**src/rtl/simd_addsub_pkg.sv**
```systemverilog
package simd_addsub_pkg;

  typedef enum logic [1:0] {
    LANE_B8  = 2'd0,
    LANE_H16 = 2'd1,
    LANE_W32 = 2'd2,
    LANE_D64 = 2'd3
  } laneWidthE;

  typedef enum logic [1:0] {
    MODE_WRAP = 2'd0,
    MODE_SSAT = 2'd1,
    MODE_USAT = 2'd2,
    MODE_RSVD = 2'd3
  } arithModeE;

  // Strobes passed from the decoder to the datapath.
  typedef struct packed {
    logic       load;
    logic       doSub;
    logic       satSigned;
    logic       satUnsigned;
    logic       illegal;
    logic [1:0] laneLog;   // log2 of lane width in bytes
  } ctrlStrobesT;

endpackage

```
**src/rtl/simd_addsub_ctrl.sv**
```systemverilog
module simd_addsub_ctrl
  import simd_addsub_pkg::*;
(
  input  logic        clk,
  input  logic        rstN,
  input  logic        inValid,
  input  logic        opSub,
  input  logic [1:0]  laneSel,
  input  logic [1:0]  arithMode,
  output ctrlStrobesT strobes,
  output logic        outValid
);

  laneWidthE laneW;
  arithModeE modeE;
  logic      narrowLane;
  logic      clampOk;

  always_comb begin
    laneW      = laneWidthE'(laneSel);
    modeE      = arithModeE'(arithMode);
    narrowLane = (laneW == LANE_B8) || (laneW == LANE_H16);
    clampOk    = narrowLane && (modeE != MODE_RSVD);

    strobes.load        = inValid;
    strobes.doSub       = opSub;
    strobes.laneLog     = laneSel;
    strobes.satSigned   = clampOk && (modeE == MODE_SSAT);
    strobes.satUnsigned = clampOk && (modeE == MODE_USAT);
    strobes.illegal     = (modeE != MODE_WRAP) && !clampOk;
  end

  always_ff @(posedge clk) begin
    if (!rstN) outValid <= 1'b0;
    else       outValid <= inValid;
  end

  // valid output trails valid input by one clock
  assert_valid_follow_R8: assert property (@(posedge clk) disable iff (!rstN)
    rstN |=> (outValid == $past(inValid)));

endmodule

```
**src/rtl/simd_addsub_dp.sv**
```systemverilog
module simd_addsub_dp
  import simd_addsub_pkg::*;
#(
  parameter int DATA_W = 256,
  parameter int SLICE_W = 8
) (
  input  logic              clk,
  input  logic              rstN,
  input  ctrlStrobesT       strobes,
  input  logic [DATA_W-1:0] a,
  input  logic [DATA_W-1:0] b,
  output logic [DATA_W-1:0] resultQ,
  output logic              illegalQ
);

  localparam int NSLICE = DATA_W / SLICE_W;

  logic [NSLICE-1:0]  carryOut;    // carry out of each slice MSB
  logic [NSLICE-1:0]  carryMsb;    // carry into each slice MSB
  logic [NSLICE-1:0]  sliceSign;   // sign bit of A per slice
  logic [DATA_W-1:0]  nextResult;

  genvar k;
  generate
    for (k = 0; k < NSLICE; k++) begin : g_slice
      localparam int TOP16 = k | 1;
      logic [SLICE_W-1:0] aS, bEff, sumS, satVal;
      logic [SLICE_W:0]   fullSum;
      logic [SLICE_W-1:0] lowSum;
      logic               laneStart, cin, isTop;
      logic               topCarry, topOvf, topSign, usatHit;

      assign aS   = a[k*SLICE_W +: SLICE_W];
      assign bEff = strobes.doSub ? ~b[k*SLICE_W +: SLICE_W] : b[k*SLICE_W +: SLICE_W];

      // a slice opens a lane when its index is a multiple of the lane size in slices
      assign laneStart = ((k & ((1 << strobes.laneLog) - 1)) == 0);
      if (k == 0) begin : g_first
        assign cin = strobes.doSub;
      end else begin : g_rest
        assign cin = laneStart ? strobes.doSub : carryOut[k-1];
      end

      assign fullSum = {1'b0, aS} + {1'b0, bEff} + {{SLICE_W{1'b0}}, cin};
      assign lowSum  = {1'b0, aS[SLICE_W-2:0]} + {1'b0, bEff[SLICE_W-2:0]}
                     + {{(SLICE_W-1){1'b0}}, cin};
      assign sumS         = fullSum[SLICE_W-1:0];
      assign carryOut[k]  = fullSum[SLICE_W];
      assign carryMsb[k]  = lowSum[SLICE_W-1];
      assign sliceSign[k] = aS[SLICE_W-1];

      // the top slice of the lane decides the clamp (clamps only at 8 or 16 bits)
      assign isTop    = (strobes.laneLog == 2'd0) || ((k % 2) == 1);
      if (TOP16 < NSLICE) begin : g_top
        assign topCarry = (strobes.laneLog == 2'd0) ? carryOut[k]  : carryOut[TOP16];
        assign topOvf   = (strobes.laneLog == 2'd0) ? (carryOut[k] ^ carryMsb[k])
                                                    : (carryOut[TOP16] ^ carryMsb[TOP16]);
        assign topSign  = (strobes.laneLog == 2'd0) ? sliceSign[k] : sliceSign[TOP16];
      end else begin : g_topself
        assign topCarry = carryOut[k];
        assign topOvf   = carryOut[k] ^ carryMsb[k];
        assign topSign  = sliceSign[k];
      end

      assign usatHit = strobes.doSub ? !topCarry : topCarry;

      always_comb begin
        satVal = sumS;
        if (strobes.satSigned && topOvf) begin
          if (topSign) satVal = isTop ? {1'b1, {(SLICE_W-1){1'b0}}} : '0;
          else         satVal = isTop ? {1'b0, {(SLICE_W-1){1'b1}}} : '1;
        end else if (strobes.satUnsigned && usatHit) begin
          satVal = strobes.doSub ? '0 : '1;
        end
      end

      assign nextResult[k*SLICE_W +: SLICE_W] = satVal;
    end
  endgenerate

  always_ff @(posedge clk) begin
    if (!rstN) begin
      resultQ  <= '0;
      illegalQ <= 1'b0;
    end else if (strobes.load) begin
      resultQ  <= nextResult;
      illegalQ <= strobes.illegal;
    end
  end

  // unsigned clamped byte add never drops below operand A
  assert_usat_add_floor_R5: assert property (@(posedge clk) disable iff (!rstN)
    (strobes.load && strobes.satUnsigned && !strobes.doSub && strobes.laneLog == 2'd0)
      |=> (resultQ[SLICE_W-1:0] >= $past(a[SLICE_W-1:0])));

  // unsigned clamped byte subtract never exceeds operand A
  assert_usat_sub_ceiling_R6: assert property (@(posedge clk) disable iff (!rstN)
    (strobes.load && strobes.satUnsigned && strobes.doSub && strobes.laneLog == 2'd0)
      |=> (resultQ[SLICE_W-1:0] <= $past(a[SLICE_W-1:0])));

  // signed clamped add of two non-negative bytes stays non-negative
  assert_ssat_sign_R4: assert property (@(posedge clk) disable iff (!rstN)
    (strobes.load && strobes.satSigned && !strobes.doSub && strobes.laneLog == 2'd0
      && !a[SLICE_W-1] && !b[SLICE_W-1])
      |=> !resultQ[SLICE_W-1]);

  // held state while no load
  assert_hold_idle_R9: assert property (@(posedge clk) disable iff (!rstN)
    (rstN && !strobes.load) |=> $stable(resultQ));

endmodule

```
**src/rtl/simd_addsub_unit.sv**
```systemverilog
module simd_addsub_unit
  import simd_addsub_pkg::*;
#(
  parameter int DATA_W = 256,
  parameter int SLICE_W = 8
) (
  input  logic              clk,
  input  logic              rstN,
  input  logic              inValid,
  input  logic              opSub,
  input  logic [1:0]        laneSel,
  input  logic [1:0]        arithMode,
  input  logic [DATA_W-1:0] opA,
  input  logic [DATA_W-1:0] opB,
  output logic              outValid,
  output logic [DATA_W-1:0] result,
  output logic              illegalOp
);

  ctrlStrobesT strobes;

  simd_addsub_ctrl i_ctrl (
    .clk       (clk),
    .rstN      (rstN),
    .inValid   (inValid),
    .opSub     (opSub),
    .laneSel   (laneSel),
    .arithMode (arithMode),
    .strobes   (strobes),
    .outValid  (outValid)
  );

  simd_addsub_dp #(.DATA_W(DATA_W), .SLICE_W(SLICE_W)) i_dp (
    .clk      (clk),
    .rstN     (rstN),
    .strobes  (strobes),
    .a        (opA),
    .b        (opB),
    .resultQ  (result),
    .illegalQ (illegalOp)
  );

  // clamp at 32/64-bit lanes, or the reserved mode, raises the flag
  assert_illegal_width_R7: assert property (@(posedge clk) disable iff (!rstN)
    (inValid && ((arithMode != 2'd0 && laneSel[1]) || arithMode == 2'd3)) |=> illegalOp);

endmodule

```
**config.mk**
```make
export PLATFORM = sky130hd
export DESIGN_NAME = simd_addsub_unit
export DESIGN_NICKNAME = d
export VERILOG_FILES = /design/src/rtl/simd_addsub_pkg.sv /design/src/rtl/simd_addsub_ctrl.sv /design/src/rtl/simd_addsub_dp.sv /design/src/rtl/simd_addsub_unit.sv
export SDC_FILE = /design/constraint.sdc
export NUM_CORES = 1
export LEC_CHECK = 0
export BUFFER_PORTS_ARGS = -buffer_cell sky130_fd_sc_hd__buf_2
export CAP_MARGIN = 20
export CORE_AREA = 2 2 305 307
export DETAILED_ROUTE_END_ITERATION = 8
export DIE_AREA = 0 0 307 309
export HOLD_SLACK_MARGIN = 0.15
export SLEW_MARGIN = 10
export SYNTH_ARGS = -nofsm -noshare
export SYNTH_HDL_FRONTEND = slang
export SYNTH_SLANG_ARGS = --single-unit
```
**constraint.sdc**
```tcl
create_clock -name clk -period 59.9 [get_ports clk]
set_clock_uncertainty 0.1 [all_clocks]
set_input_delay 5.99 -clock clk [delete_from_list [all_inputs] [get_ports clk]]
set_output_delay 5.99 -clock clk [all_outputs]
set_load 0.05 [all_outputs]
```
==> impl_metrics.tcl, run 1 <==
set metrics [dict create \
    run_status "complete, no violations" \
    tritoncts "yes" \
    dr_total_vias 29165 \
    commonest_non_fill_non_tap_cell_in_the_layout "sky130_fd_sc_hd__buf_2" \
    vias_per_cell 5.42 \
    synth_fp_nets 4229 \
    fmaxAchievable_mhz 19.5 \
    placed_cells_incl_taps 5286 \
    grt_pass1_vias 27827 \
    h-tree-depth 2 \
    drt_pass1_iterations 6 \
    antenna_found_initial 42 \
    share_of_synthesized_cell_area_in_full_adder_half_adder_and_majority_cells 0.152 \
    initial_utilization 0.295 \
    multi_input_area_mm2 0.0208 \
    final_net_count 4948 \
    synthesized_instance_count 3420 \
    crit_path_start_kind "input port" \
    clock_path_buffers 3 \
    unrepaired_setup_endpoints_after_global_routing "no" \
    ioPinCount 778 \
    pin_count_of_the_biggest_net_entering_global_routing 57 \
    worst_skew_pair.late_latency_ps 570 \
    final_max_slew_viol_count 0 \
    cp.arrival_ps 51740 \
    total_power_mw 0.953 \
    gp_congestion 0.932 \
    worst_ep_required_time_ps 60270 \
    share_seq_of_total_power 0.224 \
    synth.top_cell.area_share 0.191 \
    pwr-share-comb 0.519 \
    die-width_um 307 \
    min_path_type "reg2reg" \
    cpPeakStageDelay_ps 600 \
    drc 0 \
    path_depth 175 \
    pre_cts_slack_ps 8210 \
    worstHoldPathCells 2 \
    irDropWorstVdd_uv 19.3 \
    worst-setup-path-type "in2reg" \
    synth-main-ff-cell "sky130_fd_sc_hd__dfxtp_1" \
    switchingPower_mw 0.433 \
    layout_worst_path_cycle_share 0.858 \
    finalNonFillerCells 5382 \
    timing.hold.ws_ps 349 \
    crit_path_max_delay_cell_type "sky130_fd_sc_hd__a211oi_2" \
    synthXorXnorAreaFrac 0.130 \
    cts_hold_repair.buffers 0 \
    die_height_um 309 \
    layout_min_cycle_time_ps 51380 \
    post_synth_and_or_nand_nor_area_fraction 0.164 \
    lkg_pwr_nw 15.3 \
    timing.critical_path.to_type "flop" \
    antenna_violating_nets_post_route 0 \
    layout_common_cells "774 x sky130_fd_sc_hd__buf_2, 371 x sky130_fd_sc_hd__o21ai_0, 275 x sky130_fd_sc_hd__xor2_1" \
    cp_common_cell "sky130_fd_sc_hd__fa_1" \
    setup-tns-final_ps 0 \
    finalSetupViolations 0 \
    dominant_combinational_cell_family_by_area_after_synthesis "compound AO/OA/AOI/OAI gates" \
    share_clk_of_total_power 0.256 \
    cell_types_occupying_the_most_area_after_synthesis "sky130_fd_sc_hd__dfxtp_1 19%, sky130_fd_sc_hd__ha_1 10%, sky130_fd_sc_hd__xor2_1 8.9%" \
    avgRoutedWirePerCell_um 23.6 \
    grt_first_pass_wirelength_um 181000 \
    global_route.usage.total 0.254 \
    detailed_place_hpwl_um 101000 \
    max_slew_margin 0.305 \
    floorplan.die_area_mm2 0.0949 \
    switching_share 0.454 \
    area_of_the_core_region_mm2 0.0914 \
    synthDominantAreaCellType "sky130_fd_sc_hd__dfxtp_1" \
    cts_resized 0 \
    cts.repair_timing.setup_buffer_count 0 \
    cap_viol_max_count 0 \
    clkSlewWorstSetupHoldPaths_ps 60 \
    crit_buf_inv 3 \
    layout.filler_cells 9692 \
    port_buffers 777 \
    slew_of_the_pin_with_the_lowest_slew_margin_ps 1030 \
    wirelength_um 127000 \
    async_reset_ff_frac 0 \
    gr-total-overflow 0 \
    clock-root-buffer "sky130_fd_sc_hd__clkbuf_16" \
    synth_compound_area_frac 0.319 \
    count_of_different_cell_masters_after_synthesis 109 \
    crit_fanout 39 \
    hold_viol 0 \
    synth_area_mm2 0.0270 \
    placementRows 111 \
    setup_slack_ps 8520 \
    numCtsBuffers 37 \
    worst_r2r_path_depth 3 \
    syn_area_per_cell_um2 7.89 \
    drtIter0Drc 1973 \
    share_of_final_layout_standard_cells_stronger_than_drive_strength_1 0.250 \
    ys_seq_area_frac 0.191 \
    ff_latch_count_synth 258 \
    internal_power_mw 0.520 \
    path_delay_family "adder cells" \
    clkSinkCount 258 \
    synth_edf_count 0 \
    p_per_area_mw_per_mm2 28.4 \
    synth.area.mux_share 0.00612 \
    ff_latch_area_mm2 0.00516 \
    ys_warn_count 0 \
    layout-area-overhead-vs-synth_pct 24.5 \
]
state kept, by name, indices dropped and copies added (netlist names):
register,flops
i_dp.resultQ,256
i_ctrl.outValid,1
i_dp.illegalQ,1
cells in the mapped netlist (14+ instances only):
library cell	count
sky130_fd_sc_hd__or2_2	24
sky130_fd_sc_hd__a211o_1	20
sky130_fd_sc_hd__o2111ai_1	20
sky130_fd_sc_hd__dfxtp_1	258
sky130_fd_sc_hd__nor2b_1	71
sky130_fd_sc_hd__ha_1	226
sky130_fd_sc_hd__clkbuf_1	92
sky130_fd_sc_hd__nand2_1	232
sky130_fd_sc_hd__or3_1	19
sky130_fd_sc_hd__o21a_1	87
sky130_fd_sc_hd__a31oi_1	44
sky130_fd_sc_hd__xnor2_1	122
sky130_fd_sc_hd__nand3_1	32
sky130_fd_sc_hd__fa_1	63
sky130_fd_sc_hd__o211ai_1	24
sky130_fd_sc_hd__inv_1	131
sky130_fd_sc_hd__o221a_2	47
sky130_fd_sc_hd__o21ai_1	14
sky130_fd_sc_hd__a211oi_1	46
sky130_fd_sc_hd__o31ai_1	29
sky130_fd_sc_hd__nor2_1	277
sky130_fd_sc_hd__buf_1	38
sky130_fd_sc_hd__o31a_1	39
sky130_fd_sc_hd__o22ai_1	24
sky130_fd_sc_hd__o21ai_0	371
sky130_fd_sc_hd__nor3_1	79
sky130_fd_sc_hd__a22o_1	14
sky130_fd_sc_hd__and3_1	15
sky130_fd_sc_hd__nand2b_1	83
sky130_fd_sc_hd__xor2_1	275
sky130_fd_sc_hd__a21oi_1	272
sky130_fd_sc_hd__a21o_1	48
sky130_fd_sc_hd__and2_1	15
cell type report:
class	count	area share
flip-flops and latches	258	0.154
inverters	134	0.0150
clock buffers	50	0.0321
well taps	1186	0.0442
clock inverters	18	0.00707
repair buffers	817	0.126
multi-input cells	2891	0.620
diodes	28	0.00208
worst register-to-register path: stages (launching register included):
cell and delay [ps]:
sky130_fd_sc_hd__dfxtp_1 310, sky130_fd_sc_hd__o21ai_0 230, sky130_fd_sc_hd__o21bai_1 150, sky130_fd_sc_hd__o22ai_1 90
layer usage:
layer / track usage / wire [µm] / share of wire
met1: 0.300 / 51500 / 0.41
met2: 0.445 / 61500 / 0.48
met3: 0.0637 / 9200 / 0.072
met4: 0.0937 / 4700 / 0.037
met5: 0 / 203 / 0.0016
per-stage QoR:
step                 util  area (µm²)
finish              0.368       33600
global route        0.368       33600
CTS                 0.367       33500
detailed placement  0.353       32200
global placement    0.352       32200
floorplan               -       27000
power groups by stage:
stage / Sequential, mW / Clock (mW) / Combinational [mW]
after floorplan: 0.303 / 0 / 0.266
after global placement: 0.217 / 0 / 0.489
after detailed placement: 0.217 / 0 / 0.491
after CTS: 0.214 / 0.251 / 0.494
after global routing: 0.216 / 0.256 / 0.538
final: 0.214 / 0.244 / 0.495
worst paths after layout:
path                                         from                end  slack, ps
worst min-delay path            i_dp.resultQ[172]  i_dp.resultQ[172]        350
worst max-delay path                        opSub  i_dp.resultQ[240]       8520
worst min register to register  i_dp.resultQ[172]  i_dp.resultQ[172]        350
worst max register to register  i_dp.resultQ[178]  i_dp.resultQ[178]      58890
cells by family (layout without fill, tap and decap cells):
| logic type | after synthesis | in the layout |
|---|---|---|
| AO/OA/AOI/OAI | 1275 | 1275 |
| AND/OR/NAND/NOR | 912 | 912 |
| XOR/XNOR | 399 | 399 |
| adder cells (fa/ha/maj) | 289 | 289 |
| buffers and inverters | 271 | 1019 |
| flip-flops | 258 | 258 |
| multiplexers | 16 | 16 |
| other | 0 | 28 |
Note: power is estimated with default switching activity, not from simulation.
==> inputs of run 2 (changes only) <==
CORE_AREA = 2 2 307 309   (was 2 2 305 307)
DIE_AREA = 0 0 309 311   (was 0 0 307 309)
==> impl_metrics.tcl, run 2 (synthesis results as in run 1) <==
set metrics [dict create \
    run_status "complete, no violations" \
    layout-area-overhead-vs-synth_pct 24.4 \
    area_of_the_core_region_mm2 0.0928 \
    worst_hold_startpoint "i_dp.resultQ[125]" \
    setup_slack_ps 8990 \
    antenna_violating_nets_post_route 0 \
    clkSinkCount 258 \
    commonest_non_fill_non_tap_cell_in_the_layout "sky130_fd_sc_hd__buf_2" \
    pre_cts_slack_ps 8670 \
    timing.critical_path.to_type "flop" \
    ioPinCount 778 \
    initial_utilization 0.291 \
    layout_min_cycle_time_ps 50910 \
    clock_path_buffers 3 \
    share_of_final_layout_standard_cells_stronger_than_drive_strength_1 0.249 \
    worst_r2r_path_depth 3 \
    detailed_place_hpwl_um 101000 \
    port_buffers 777 \
    final_net_count 4946 \
    antenna_found_initial 41 \
    ff_latch_area_mm2 0.00516 \
    hold_viol 0 \
    r2r-start "i_dp.resultQ[181]" \
    gr-total-overflow 0 \
    cpPeakStageDelay_ps 620 \
    r2r_setup_slack_ps 58860 \
    crit_path_start_kind "input port" \
    layout_worst_path_cycle_share 0.850 \
    worst_ep_required_time_ps 60230 \
    placed_cells_incl_taps 5350 \
    drc 0 \
    max_slew_margin 0.308 \
    cp.arrival_ps 51240 \
    hold_end "i_dp.resultQ[125]" \
    drt_pass1_iterations 7 \
    finalNonFillerCells 5436 \
    numCtsBuffers 39 \
    clkSlewWorstSetupHoldPaths_ps 60 \
    global_route.usage.total 0.256 \
    min_path_type "reg2reg" \
    largest_registers "i_dp.resultQ x256, i_ctrl.outValid x1, i_dp.illegalQ x1" \
    crit_path_max_delay_cell_type "sky130_fd_sc_hd__a211oi_2" \
    die-width_um 309 \
    drtIter0Drc 2302 \
    cts_resized 0 \
    vias_per_cell 5.43 \
    die_height_um 311 \
    placementRows 112 \
    worst_skew_pair.late_latency_ps 570 \
    grt_pass1_vias 28346 \
    grt_first_pass_wirelength_um 186000 \
    cap_viol_max_count 0 \
    tritoncts "yes" \
    layout_common_cells "774 x sky130_fd_sc_hd__buf_2, 371 x sky130_fd_sc_hd__o21ai_0, 275 x sky130_fd_sc_hd__xor2_1" \
    final_max_slew_viol_count 0 \
    cts_hold_repair.buffers 0 \
    cp_common_cell "sky130_fd_sc_hd__fa_1" \
    most_flops_register "i_dp.resultQ" \
    worst-setup-path-type "in2reg" \
    largest_register_ff_count 256 \
    multi_input_area_mm2 0.0208 \
    setup-tns-final_ps 0 \
    unrepaired_setup_endpoints_after_global_routing "no" \
    slew_of_the_pin_with_the_lowest_slew_margin_ps 1030 \
    h-tree-depth 2 \
    dr_total_vias 29503 \
    finalSetupViolations 0 \
    cts.repair_timing.setup_buffer_count 0 \
    lkg_pwr_nw 15.3 \
    floorplan.die_area_mm2 0.0961 \
    pin_count_of_the_biggest_net_entering_global_routing 78 \
    gp_congestion 0.931 \
    worstReg2RegEnd "i_dp.resultQ[181]" \
    crit_fanout 45 \
    irDropWorstVdd_uv 19.4 \
    fmaxAchievable_mhz 19.6 \
    p_per_area_mw_per_mm2 28.2 \
    layout.filler_cells 9843 \
    worstHoldPathCells 2 \
    clock-root-buffer "sky130_fd_sc_hd__clkbuf_16" \
    wirelength_um 128000 \
    avgRoutedWirePerCell_um 23.6 \
]
## run 2: cell types whose count changed in the layout (fill, tap and decap cells not counted), sizes merged, moves of 4 or more
cell | before | now
buf | 816 | 812
clkinvlp | 6 | 2
clkbuf | 51 | 57
diode | 28 | 20
bufinv | 5 | 1
## run 2: area by class of cell
| cell class | count | share of cell area |
|---|---|---|
| Tap cell | 1254 | 0.0467 |
| Timing Repair Buffer | 813 | 0.125 |
| Inverter | 134 | 0.0151 |
| Clock inverter | 10 | 0.00261 |
| Multi-Input combinational cell | 2891 | 0.621 |
| Antenna cell | 20 | 0.00149 |
| Sequential cell | 258 | 0.154 |
| Clock buffer | 56 | 0.0346 |
## run 2: worst max path at each step
stage / depth (start not counted) / slack, ps / from / to
final: 176 / 8990 / opSub / i_dp.resultQ[255]
after global routing: 176 / 5830 / opSub / i_dp.resultQ[246]
after global placement: 176 / 9780 / opSub / i_dp.resultQ[255]
after detailed placement: 176 / 8670 / opSub / i_dp.resultQ[255]
after floorplan: 178 / 14850 / opSub / i_dp.resultQ[248]
after CTS: 176 / 9200 / opSub / i_dp.resultQ[255]
## run 2: critical path, delay by kind of cell
family / cells / cell delay [ps]
AO/OA/AOI/OAI: 75 / 16360
buffers and inverters: 4 / 640
adder cells (fa/ha/maj): 48 / 20160
multiplexers: 3 / 700
AND/OR/NAND/NOR: 44 / 6870
XOR/XNOR: 2 / 420
## run 2: metrics by stage
step	cell area [µm²]	hold slack (ps)	power [mW]	utilization
3_3_place_gp	32300	331	0.708	0.348
3_5_place_dp	32300	342	0.710	0.348
6_report	33600	357	0.946	0.362
4_1_cts	33500	356	0.949	0.361
5_1_grt	33600	371	1.00	0.362
2_1_floorplan	27000	573	0.569	-
## run 2: power by group
group,switching (mW),leakage [nW],internal [mW]
combinational,0.323,12.5,0.174
sequential,0.0168,2.14,0.198
clock,0.0965,0.613,0.138
total,0.436,15.3,0.510
## run 2: layer usage
layer,global-route usage,share of wire,vias to the layer above
li1,-,-,13932
met1,0.312,0.41,14202
met4,0.0959,0.038,32
met2,0.436,0.48,1087
met5,0,0.0017,-
met3,0.0579,0.073,250
==> inputs of run 3 (changes only) <==
clock period = 45.5 ns   (was 59.9 ns; I/O delays follow)
==> impl_metrics.tcl, run 3 (synthesis results as in run 1) <==
set metrics [dict create \
    floorplan.die_area_mm2 0.0961 \
    placementRows 112 \
    antenna_violating_nets_post_route 0 \
    cts_hold_repair.buffers 0 \
    crit_path_start_kind "input port" \
    r2r-start "i_dp.resultQ[181]" \
    r2r_setup_slack_ps 44440 \
    tritoncts "yes" \
    dr_total_vias 29564 \
    setup-tns-final_ps 0 \
    h-tree-depth 2 \
    layout-area-overhead-vs-synth_pct 26.9 \
    most_flops_register "i_dp.resultQ" \
    global_route.usage.total 0.252 \
    port_buffers 777 \
    switchingPower_mw 0.581 \
    min_path_type "reg2reg" \
    vias_per_cell 5.40 \
    slew_of_the_pin_with_the_lowest_slew_margin_ps 1150 \
    commonest_non_fill_non_tap_cell_in_the_layout "sky130_fd_sc_hd__buf_2" \
    crit_fanout 7 \
    largest_register_ff_count 256 \
    worst_hold_startpoint "i_dp.resultQ[171]" \
    fmaxAchievable_mhz 22.8 \
    worstHoldPathCells 2 \
    drt_pass1_iterations 5 \
    antenna_found_initial 32 \
    pwr-share-comb 0.523 \
    detailed_place_hpwl_um 101000 \
    irDropWorstVdd_uv 23.2 \
    clkSlewWorstSetupHoldPaths_ps 60 \
    layout_worst_path_cycle_share 0.964 \
    clkSinkCount 258 \
    grt_first_pass_wirelength_um 184000 \
    largest_registers "i_dp.resultQ x256, i_ctrl.outValid x1, i_dp.illegalQ x1" \
    share_clk_of_total_power 0.257 \
    drc 0 \
    cap_viol_max_count 0 \
    worstReg2RegEnd "i_dp.resultQ[181]" \
    layout_common_cells "774 x sky130_fd_sc_hd__buf_2, 360 x sky130_fd_sc_hd__o21ai_0, 275 x sky130_fd_sc_hd__xor2_1" \
    clock_path_buffers 3 \
    stdcell_area_mm2 0.0342 \
    area_of_the_core_region_mm2 0.0928 \
    gp_congestion 0.941 \
    worst-setup-path-type "in2reg" \
    wirelength_um 128000 \
    pin_count_of_the_biggest_net_entering_global_routing 99 \
    finalSetupViolations 0 \
    grt_pass1_vias 28374 \
    lkg_pwr_nw 15.5 \
    layout_min_cycle_time_ps 43870 \
    crit_path_max_delay_cell_type "sky130_fd_sc_hd__fa_2" \
    drtIter0Drc 2261 \
    hold_viol 0 \
    die-width_um 309 \
    final_max_slew_viol_count 0 \
    switching_share 0.453 \
    hold_end "i_dp.resultQ[171]" \
    avgRoutedWirePerCell_um 23.4 \
    max_slew_margin 0.230 \
    worst_ep_required_time_ps 45890 \
    initial_utilization 0.291 \
    cp.arrival_ps 44250 \
    share_seq_of_total_power 0.220 \
    timing.critical_path.to_type "flop" \
    worst_r2r_path_depth 3 \
    worst_skew_pair.late_latency_ps 570 \
    layout.filler_cells 9839 \
    p_per_area_mw_per_mm2 37.5 \
    cpPeakStageDelay_ps 470 \
    clock-root-buffer "sky130_fd_sc_hd__clkbuf_16" \
    gr-total-overflow 0 \
    share_of_final_layout_standard_cells_stronger_than_drive_strength_1 0.273 \
    placement.cell_area_mm2 0.0325 \
    final_net_count 4984 \
    internal_power_mw 0.701 \
    die_height_um 311 \
    numCtsBuffers 38 \
    cp_common_cell "sky130_fd_sc_hd__fa_2" \
    run_status "complete, no violations" \
    ioPinCount 778 \
]
==> run 3: cell count changes in the layout (fill, tap and decap cells not counted), moves of 5 or more <==
cell,change
sky130_fd_sc_hd__a211oi_1,-5
sky130_fd_sc_hd__a211oi_2,+5
sky130_fd_sc_hd__a21oi_1,-7
sky130_fd_sc_hd__a21oi_2,+6
sky130_fd_sc_hd__buf_4,+39
sky130_fd_sc_hd__fa_1,-28
sky130_fd_sc_hd__fa_2,+28
sky130_fd_sc_hd__nor2b_1,-7
sky130_fd_sc_hd__nor2b_2,+7
sky130_fd_sc_hd__o21ai_0,-11
sky130_fd_sc_hd__o21ai_1,+7
==> run 3: worst max-delay path: cells and delay by family <==
family          cells  cell delay [ps]
buf+inv             5              610
compound gates     76            12850
xor+xnor            2              370
mux                 3              390
fa+ha+maj          48            19120
simple gates       43             6280
==> run 3: metrics by stage <==
step / utilization / hold WS [ps] / cells / power (mW) / worst slack, ps
4_1_cts: 0.365 / 353 / 5443 / 1.27 / 26.2
3_5_place_dp: 0.350 / 339 / 5373 / 0.939 / -1230
5_1_grt: 0.369 / 377 / 5471 / 1.35 / -214
2_1_floorplan: - / 573 / 3420 / 0.749 / 1890
3_3_place_gp: 0.350 / 332 / 5373 / 0.936 / -291
6_report: 0.369 / 348 / 5475 / 1.28 / 1630
==> run 3: worst max path at each step <==
stage | slack, ps | end | from
2_1_floorplan | 1890 | i_dp.resultQ[248] | opSub
3_3_place_gp | -290 | i_dp.resultQ[241] | opSub
3_5_place_dp | -1230 | i_dp.resultQ[241] | opSub
4_1_cts | 30 | i_dp.resultQ[241] | opSub
5_1_grt | -210 | i_dp.resultQ[243] | opSub
6_report | 1630 | i_dp.resultQ[242] | opSub
==> run 3: repair_timing <==
action / in CTS / in global routing
hold endpoints to repair: 0 / 0
pin swaps: 4 / 46
resized for setup: 10 / 73
buffers inserted: 1 / 15
endpoints found under the setup margin: 16 / 16
==> run 3: cell type report <==
| cell class | instances | area [µm²] | share of cell area |
|---|---|---|---|
| diodes | 17 | 42.5 | 0.00124 |
| clock buffers | 54 | 1160 | 0.0340 |
| clock inverters | 15 | 186 | 0.00545 |
| inverters | 134 | 505 | 0.0148 |
| multi-input cells | 2891 | 21100 | 0.617 |
| flip-flops and latches | 258 | 5160 | 0.151 |
| well taps | 1254 | 1570 | 0.0458 |
| repair buffers | 852 | 4490 | 0.131 |
==> run 3: per-layer routing <==
layer  vias to the layer above  share of wire  wire, µm  GRT usage
li1                      14004              -         -          -
met1                     14187           0.41     52500      0.306
met2                      1121           0.47     60600      0.428
met3                       230          0.072      9270     0.0569
met4                        22          0.043      5440      0.103
met5                         -         0.0011       140          0
==> run 3: power by group through the flow <==
stage | combinational, mW | sequential [mW] | clock [mW]
6_report | 0.671 | 0.283 | 0.329
5_1_grt | 0.726 | 0.286 | 0.343
4_1_cts | 0.656 | 0.282 | 0.335
3_5_place_dp | 0.652 | 0.287 | 0
3_3_place_gp | 0.650 | 0.286 | 0
2_1_floorplan | 0.350 | 0.398 | 0
